### src/rtl/boot_seq_pkg.sv
package boot_seq_pkg;

    localparam logic [31:0] HDR_LOADC = 32'h8014_0000;
    localparam logic [31:0] HDR_JUMPC = 32'h8085_0000;
    localparam logic [31:0] HDR_JUMP  = 32'h8084_0000;
    localparam logic [31:0] HDR_END   = 32'h80FF_0000;

    typedef enum logic [2:0] {
        ST_IDLE,
        ST_FETCH,
        ST_EXEC,
        ST_BUS,
        ST_DONE,
        ST_ERR
    } state_e;

    typedef enum logic [2:0] {
        K_WRITE,
        K_LOADC,
        K_JUMPC,
        K_JUMP,
        K_END,
        K_BAD
    } kind_e;

endpackage

### src/rtl/boot_seq_decode.sv
module boot_seq_decode
    import boot_seq_pkg::*;
(
    input  logic [31:0] hdr,
    output kind_e       kind,
    output logic [1:0]  nwords
);
    always_comb begin
        kind   = K_BAD;
        nwords = 2'd1;
        if (!hdr[31]) begin
            kind   = K_WRITE;
            nwords = 2'd2;
        end else begin
            case (hdr)
                HDR_LOADC: begin kind = K_LOADC; nwords = 2'd3; end
                HDR_JUMPC: begin kind = K_JUMPC; nwords = 2'd3; end
                HDR_JUMP:  begin kind = K_JUMP;  nwords = 2'd2; end
                HDR_END:   begin kind = K_END;   nwords = 2'd1; end
                default:   begin kind = K_BAD;   nwords = 2'd1; end
            endcase
        end
    end
endmodule

### src/rtl/boot_seq_jump.sv
module boot_seq_jump #(
    parameter int AW = 32
) (
    input  logic [AW-1:0] base,
    input  logic [31:0]   offset,
    output logic          ok,
    output logic [AW-1:0] target
);
    logic fits;

    generate
        if (AW < 32) begin : g_narrow
            assign fits = (offset[31:AW] == '0);
        end else begin : g_full
            assign fits = 1'b1;
        end
    endgenerate

    assign ok     = fits && (offset != 32'd0) && (offset[1:0] == 2'b00);
    assign target = base + offset[AW-1:0];
endmodule

### src/rtl/boot_seq_cond.sv
module boot_seq_cond (
    input  logic        clk,
    input  logic        rst_n,
    input  logic        clr,
    input  logic        load,
    input  logic [31:0] value,
    input  logic [31:0] cmp,
    output logic        match
);
    logic [31:0] cond_d, cond_q;

    always_comb begin
        cond_d = cond_q;
        if (clr) begin
            cond_d = 32'd0;
        end else if (load) begin
            cond_d = value;
        end
    end

    always_ff @(posedge clk or negedge rst_n) begin
        if (!rst_n) begin
            cond_q <= 32'd0;
        end else begin
            cond_q <= cond_d;
        end
    end

    assign match = (cond_q == cmp);
endmodule

### src/rtl/boot_seq_engine.sv
module boot_seq_engine
    import boot_seq_pkg::*;
#(
    parameter int AW = 32
) (
    input  logic          clk,
    input  logic          rst_n,
    input  logic          start,
    input  logic [AW-1:0] start_addr,
    output logic          fetch_req,
    output logic [AW-1:0] fetch_addr,
    input  logic          fetch_ack,
    input  logic [31:0]   fetch_data,
    output logic          bus_req,
    output logic          bus_we,
    output logic [31:0]   bus_addr,
    output logic [31:0]   bus_wdata,
    input  logic          bus_ack,
    input  logic [31:0]   bus_rdata,
    output logic          done,
    output logic          error
);
    localparam int WORD_BYTES = 4;
    localparam int CMD3_BYTES = 3 * WORD_BYTES;

    typedef struct packed {
        state_e        st;
        logic [AW-1:0] base;
        logic [1:0]    widx;
        kind_e         kind;
        logic [1:0]    nw;
        logic [31:0]   w0;
        logic [31:0]   w1;
        logic [31:0]   w2;
    } ctx_t;

    ctx_t ctx_d, ctx_q;

    kind_e         dec_kind;
    logic [1:0]    dec_nw;
    logic          jmp_ok;
    logic [AW-1:0] jmp_target;
    logic          cond_clr;
    logic          cond_load;
    logic          cond_match;

    boot_seq_decode u_decode (
        .hdr    (fetch_data),
        .kind   (dec_kind),
        .nwords (dec_nw)
    );

    boot_seq_jump #(.AW(AW)) u_jump (
        .base   (ctx_q.base),
        .offset (ctx_q.w1),
        .ok     (jmp_ok),
        .target (jmp_target)
    );

    boot_seq_cond u_cond (
        .clk   (clk),
        .rst_n (rst_n),
        .clr   (cond_clr),
        .load  (cond_load),
        .value (bus_rdata & ctx_q.w2),
        .cmp   (ctx_q.w2),
        .match (cond_match)
    );

    always_comb begin
        ctx_d     = ctx_q;
        cond_clr  = 1'b0;
        cond_load = 1'b0;
        case (ctx_q.st)
            ST_IDLE, ST_DONE, ST_ERR: begin
                if (start) begin
                    ctx_d.st   = ST_FETCH;
                    ctx_d.base = start_addr;
                    ctx_d.widx = 2'd0;
                    cond_clr   = 1'b1;
                end
            end
            ST_FETCH: begin
                if (fetch_ack) begin
                    if (ctx_q.widx == 2'd0) begin
                        ctx_d.w0   = fetch_data;
                        ctx_d.kind = dec_kind;
                        ctx_d.nw   = dec_nw;
                        if (dec_kind == K_END) begin
                            ctx_d.st = ST_DONE;
                        end else if (dec_kind == K_BAD) begin
                            ctx_d.st = ST_ERR;
                        end else begin
                            ctx_d.widx = 2'd1;
                        end
                    end else begin
                        if (ctx_q.widx == 2'd1) begin
                            ctx_d.w1 = fetch_data;
                        end else begin
                            ctx_d.w2 = fetch_data;
                        end
                        if (ctx_q.widx + 2'd1 == ctx_q.nw) begin
                            ctx_d.st = ST_EXEC;
                        end else begin
                            ctx_d.widx = ctx_q.widx + 2'd1;
                        end
                    end
                end
            end
            ST_EXEC: begin
                case (ctx_q.kind)
                    K_WRITE, K_LOADC: ctx_d.st = ST_BUS;
                    K_JUMPC, K_JUMP: begin
                        if (!jmp_ok) begin
                            ctx_d.st = ST_ERR;
                        end else begin
                            ctx_d.st   = ST_FETCH;
                            ctx_d.widx = 2'd0;
                            if (ctx_q.kind == K_JUMP || cond_match) begin
                                ctx_d.base = jmp_target;
                            end else begin
                                ctx_d.base = ctx_q.base + AW'(CMD3_BYTES);
                            end
                        end
                    end
                    default: ctx_d.st = ST_ERR;
                endcase
            end
            ST_BUS: begin
                if (bus_ack) begin
                    cond_load  = (ctx_q.kind == K_LOADC);
                    ctx_d.st   = ST_FETCH;
                    ctx_d.widx = 2'd0;
                    ctx_d.base = ctx_q.base + AW'({ctx_q.nw, 2'b00});
                end
            end
            default: ctx_d.st = ST_IDLE;
        endcase
    end

    always_ff @(posedge clk or negedge rst_n) begin
        if (!rst_n) begin
            ctx_q.st   <= ST_IDLE;
            ctx_q.base <= '0;
            ctx_q.widx <= 2'd0;
            ctx_q.kind <= K_WRITE;
            ctx_q.nw   <= 2'd0;
            ctx_q.w0   <= 32'd0;
            ctx_q.w1   <= 32'd0;
            ctx_q.w2   <= 32'd0;
        end else begin
            ctx_q <= ctx_d;
        end
    end

    assign fetch_req  = (ctx_q.st == ST_FETCH);
    assign fetch_addr = ctx_q.base + AW'({ctx_q.widx, 2'b00});
    assign bus_req    = (ctx_q.st == ST_BUS);
    assign bus_we     = (ctx_q.kind == K_WRITE);
    assign bus_addr   = (ctx_q.kind == K_WRITE) ? ctx_q.w0 : ctx_q.w1;
    assign bus_wdata  = ctx_q.w1;
    assign done       = (ctx_q.st == ST_DONE);
    assign error      = (ctx_q.st == ST_ERR);
endmodule

### config.mk
export PLATFORM = sky130hd
export DESIGN_NAME = boot_seq_engine
export DESIGN_NICKNAME = d
export VERILOG_FILES = /design/src/rtl/boot_seq_pkg.sv /design/src/rtl/boot_seq_decode.sv /design/src/rtl/boot_seq_jump.sv /design/src/rtl/boot_seq_cond.sv /design/src/rtl/boot_seq_engine.sv
export SDC_FILE = /design/constraint.sdc
export NUM_CORES = 1
export LEC_CHECK = 0
export BUFFER_PORTS_ARGS = -buffer_cell sky130_fd_sc_hd__buf_4
export CORE_ASPECT_RATIO = 0.5
export CORE_MARGIN = 2
export CORE_UTILIZATION = 45
export DETAILED_ROUTE_END_ITERATION = 10
export GPL_ROUTABILITY_DRIVEN = 0
export HOLD_SLACK_MARGIN = 0.12
export PLACE_DENSITY = 0.71
export SLEW_MARGIN = 20
export SYNTH_ARGS = -nofsm -noshare
export SYNTH_HDL_FRONTEND = slang
export SYNTH_SLANG_ARGS = --single-unit
export TNS_END_PERCENT = 50
### constraint.sdc
create_clock -name clk -period 2.95 [get_ports clk]
set_clock_uncertainty 0.2 [all_clocks]
set_input_delay 0.59 -clock clk [delete_from_list [all_inputs] [get_ports clk]]
set_output_delay 0.59 -clock clk [all_outputs]
set_load 0.005 [all_outputs]
---- Yosys cells after proc, flatten, opt, wreduce, memory -nomap -nowiden ----
Index checks and enable logic that the tools add are counted.
W data, S select, Z words.
storage, ports and cells
  memories ................................ 0
  flip-flop bits (word level) ............. 170
  latch bits .............................. 0
  bits of input ports ..................... 101
  ROM bits ................................ 0
  bits in writable memories ............... 0
  output and inout bits ................... 101
cells by class
  $add $sub $neg .......................... 5
  shifts and indexed selects .............. 0
  div/mod/pow operators ................... 0
  multiply operators ...................... 0
  equal/unequal tests ..................... 27
  mux-type cells .......................... 35
  bitwise logic cells ..................... 3
  reduce and logical (&&, ||, !) cells .... 20
  order comparisons ....................... 0
operators with widths
  kind                     number
  $mux W32                 6
  $eq A32 B32 Y1 const B   4
  $mux W37                 3
  $mux W103                1
  $pmux W32 S3             1
  $mux W34                 2
  $add A32 B4 Y32          2
  $mux W64                 1
  $add A32 B32 Y32         1
  $add A32 B4 Y32 const B  1
  $and A32 B32 Y32         1
  $eq A32 B32 Y1           1
  $reduce_bool A32 Y1      1
  $pmux W3 S4              2
  $mux W3                  7
  $eq A3 B2 Y1 const B     4
  $eq A3 B3 Y1 const B     4
  $mux W2                  5
  $reduce_and A5 Y1        2
  $ne A3 B3 Y1 const B     3
  $reduce_and A9 Y1        1
  $pmux W2 S4              1
  $reduce_and A4 Y1        2
  $eq A3 B1 Y1 const B     2
  other kinds (21)         32

---- Depth between registers and ports, before layout ----
  depth after elaboration ................. 9
  gate-level depth with buffers ........... 12
  mapped depth without buffers ............ 12

---- By module ----
A second synthesis with hierarchy kept.
unflattened totals
  cell total of the unflattened synthesis .. 1302
  area, all modules ....................... 12440.7 µm²
by module, submodules not included
  module           area an instance (µm²)  sequential area each (µm²)  times used  cells an instance
  boot_seq_engine  8817.2                  3453.3                      1           878
  boot_seq_jump    1813.0                  0.0                         1           253
  boot_seq_cond    1626.6                  800.8                       1           146
  boot_seq_decode  183.9                   0.0                         1           25

---- Worst setup path after synthesis ----
No wires, ideal clock.
  kind .................................... register -> output
  from .................................... register ctx_q[105] (netlist name)
  to ...................................... output fetch_addr[18]
  buffers on the path ..................... 1
  cell stages (with the launch flop) ...... 9
  arrival ................................. 2.126 ns
  data required time ...................... 2.160 ns
  slack ................................... 0.034 ns
  cells stage by stage .................... dfrtp_1 -> ha_1 -> inv_1 -> fa_1 -> or2_2 -> clkbuf_1 -> nor3_1 -> nand2_1 -> xnor2_1
on the way
  word-level cells in the longest chain between the ends .. 1
RTL lines
  element           line                    source
  $add A32 B4 Y32   boot_seq_engine.sv:157  assign fetch_addr = ctx_q.base + AW'({ctx_q.widx, 2'b00});
  end: declaration  boot_seq_engine.sv:11   output logic [AW-1:0] fetch_addr,
Every way passes these cells.

---- Worst setup path in the final report ----
  from .................................... register ctx_q[106] (netlist name)
  to ...................................... output fetch_addr[19]
on the way
  word-level cells in the longest chain between the ends .. 1
RTL lines
  element          line
  $add A32 B4 Y32  boot_seq_engine.sv:157
Every way passes these cells.

==> run summary <==
Leak - 7.17 nW
Slew @ Worst Pin - 0.691 ns
Final #Nets - 1715
Vias/cell - 5.95
drt pass-1 iters - 6
DR iter-0 viols - 1428
pre-CTS WS - -0.131 ns
async set-or-reset flop fraction in the synthesized netlist - 100%
largest net degree at the start of global routing - 67
cell taking the most area after synthesis - dfrtp_1
clock latency on the worst-skew pair - 0.45 ns
startpoint types - flop
Synth Area in Compound Gates - 15.4%
H-Tree Depth - 4
Peak VDD IR - 0.476 mV
largest family of logic cells by synthesized area - simple AND/OR/NAND/NOR gates
Max FO, Critical Path - 2
adder and majority cell fraction of the synthesized area - 4.56%
XOR/XNOR Fraction of Synth Area - 9.10%
DP Wirelength - 30300 um
Die Wd - 232 um
IO buf count - 201
Initial Util - 46.2%
I/O Pins - 202
synth warn - 0
leading post-synthesis cells by cell area - dfrtp_1 (36%), mux2_2 (12%), xor2_1 (5.2%), nand2_1 (4.4%), a21oi_1 (4.1%)
initial antenna violation count - 1
Slew headroom - 53.9%
Post-Synthesis Cells - 1291
share of cells above drive strength 1 - 40.7%
placed insts - 1855
worst setup margin - -0.269 ns
Hold WS - 0.181 ns
Post-DP Area - 0.0142 sq mm
top-count cell post-synth - dfrtp_1
Post-synth top cells - dfrtp_1 (170), nand2_1 (139), mux2_2 (123)
PwrDens - 1130 mW/mm^2
CP Class - flop to output port
endpoints failing setup - 26
register bit total from synthesis - 170
origin of the worst setup path - ctx_q[106]
Clock Tree Root - clkbuf_16
Syn Nets - 1433
Yosys cell types - 80
TritonCTS Buffers - 17
Final Cell Area - 0.0156 sq mm
max_cap viols - 0
Finished Core Util - 61.5%
Yosys top cell area share - 36.2%
Filler cells - 2121
Hold Crit Start - bus_ack
Max Slew Vio Count - 0
worst hold path type - input pin to flop
die outline height - 118 um
final WL - 41200 um
failing checks - setup timing
Tot Pwr - 17.7 mW
part of the cycle the worst path needs - 109%
run status - finished with violations
DR DRC count - 0
Hold Fails Final Rpt - 0
multiplexer area fraction after synthesis - 12.2%
die footprint - 0.0275 sq mm
post-synthesis cell area - 0.0117 sq mm
GRT Overall Usage - 29.0%
simple logic cell fraction of the synthesized area - 16.6%
Tmin final - 3.22 ns
first-pass GRT wire length - 61900 um
post-route ant nets - 0
Syn-to-layout area delta - 33.2%
FMAX - 311 MHz
vias in the first global route - 10968
final std cells w/o fill - 1931
CTS Sinks - 170
Final TNS setup - -4.55 ns
FP Rows - 41
RSZ-0062 raised after global routing - true
grt ovf - 0
CTS max path bufs - 2
nature of the critical path endpoint - output port
synthesized area per cell - 9.10 sq um
number of synthesized flops with an enable pin - 0
core area - 0.0254 sq mm
sequential area share after synthesis - 36.2%
average wire per cell in the routed design - 21.3 um
Worst-path clk slew - 0.07 ns
CP arrival - 2.43 ns
CTS tree - yes
Vias - 11484
Worst R2R Start - ctx_q[106]
Primary FF master, synth - dfrtp_1
Req. time, crit path - 2.16 ns
## critical path: stages (launching register included)
cell,delay [ns]
dfrtp_1,0.42
ha_1,0.34
a21oi_4,0.09
nor2_4,0.14
nand3_2,0.14
nor4_4,0.22
and3_4,0.24
nand3_1,0.10
xnor2_1,0.17
buf_4,0.14
## registers in the layout (all words and copies together) (netlist names)
register	flops
u_cond.cond_q	32
bus_wdata	32
ctx_q	106
## cells in the final DEF (no fill, tap or decap), types with 7 or more instances in the layout
master,Yosys,layout
buf_4,36,360
mux2_2,123,123
a21oi_1,97,92
nand3_1,57,53
a211oi_1,8,7
inv_1,24,20
xor2_1,70,70
nor4_1,26,23
nand4_1,13,13
xnor2_2,0,12
a21o_1,14,14
nand2_2,2,7
nand2b_1,7,7
ha_1,38,29
xnor2_1,52,40
a31oi_1,10,8
nor3_1,24,20
o21ai_1,11,12
clkbuf_16,0,17
o21ai_0,58,53
buf_6,0,14
dfrtp_2,0,8
nand2_1,139,132
nor2_1,89,80
o221ai_1,8,8
dfrtp_1,170,162
## area by class of cell
cell class | instances | area, sq um | area share [%]
Timing Repair Buffer | 378 | 2930 | 18.7
Tap cell | 344 | 430 | 2.75
Sequential cell | 170 | 4260 | 27.3
Antenna cell | 1 | 2.50 | 0.0160
Clock inverter | 14 | 200 | 1.28
Multi-Input combinational cell | 981 | 7280 | 46.6
Inverter | 25 | 93.8 | 0.600
Clock buffer | 18 | 439 | 2.81
## kinds of logic (layout without fill, tap and decap cells)
group                    after synthesis  after routing
AO/OA/AOI/OAI                        285            285
multiplexers                         128            128
other                                  0              1
flip-flops                           170            170
buffers and inverters                140            435
AND/OR/NAND/NOR                      405            405
adder cells (fa/ha/maj)               41             41
XOR/XNOR                             122            122
## path summary, 6_finish.rpt
path	to	slack [ns]	cells after the start
worst max-delay path	fetch_addr[19]	-0.27	9
worst min-delay path	ctx_q[136]	0.18	2
worst max register to register	ctx_q[120]	-0.04	12
worst min register to register	ctx_q[80]	0.28	2
max in group asynchronous	ctx_q[118]	1.18	3
min in group asynchronous	ctx_q[3]	0.51	2
## layer usage
| metal | vias up | track usage (%) | routed length [um] |
|---|---|---|---|
| met1 | 5611 | 41.1 | 17800 |
| met4 | 0 | 10.3 | 1350 |
| met3 | 103 | 4.44 | 3170 |
| li1 | 5162 | - | - |
| met5 | - | 0 | 0 |
| met2 | 608 | 44.9 | 18800 |
## report_power, final
group	switching (mW)	leakage (nW)	internal, mW
registers	1.20	2.12	3.28
logic	5.34	4.74	5.37
clock network	1.08	0.317	1.40
## timing repair
action                                  CTS  global route
pin swaps                                17            53
endpoints found under the hold margin    61             0
endpoints found under the setup margin   27            52
gates cloned                              0             0
gates resized for setup                  37            83
setup buffers                             7            35
hold buffers                              1             0
Power figures use the tool's default switching activity.
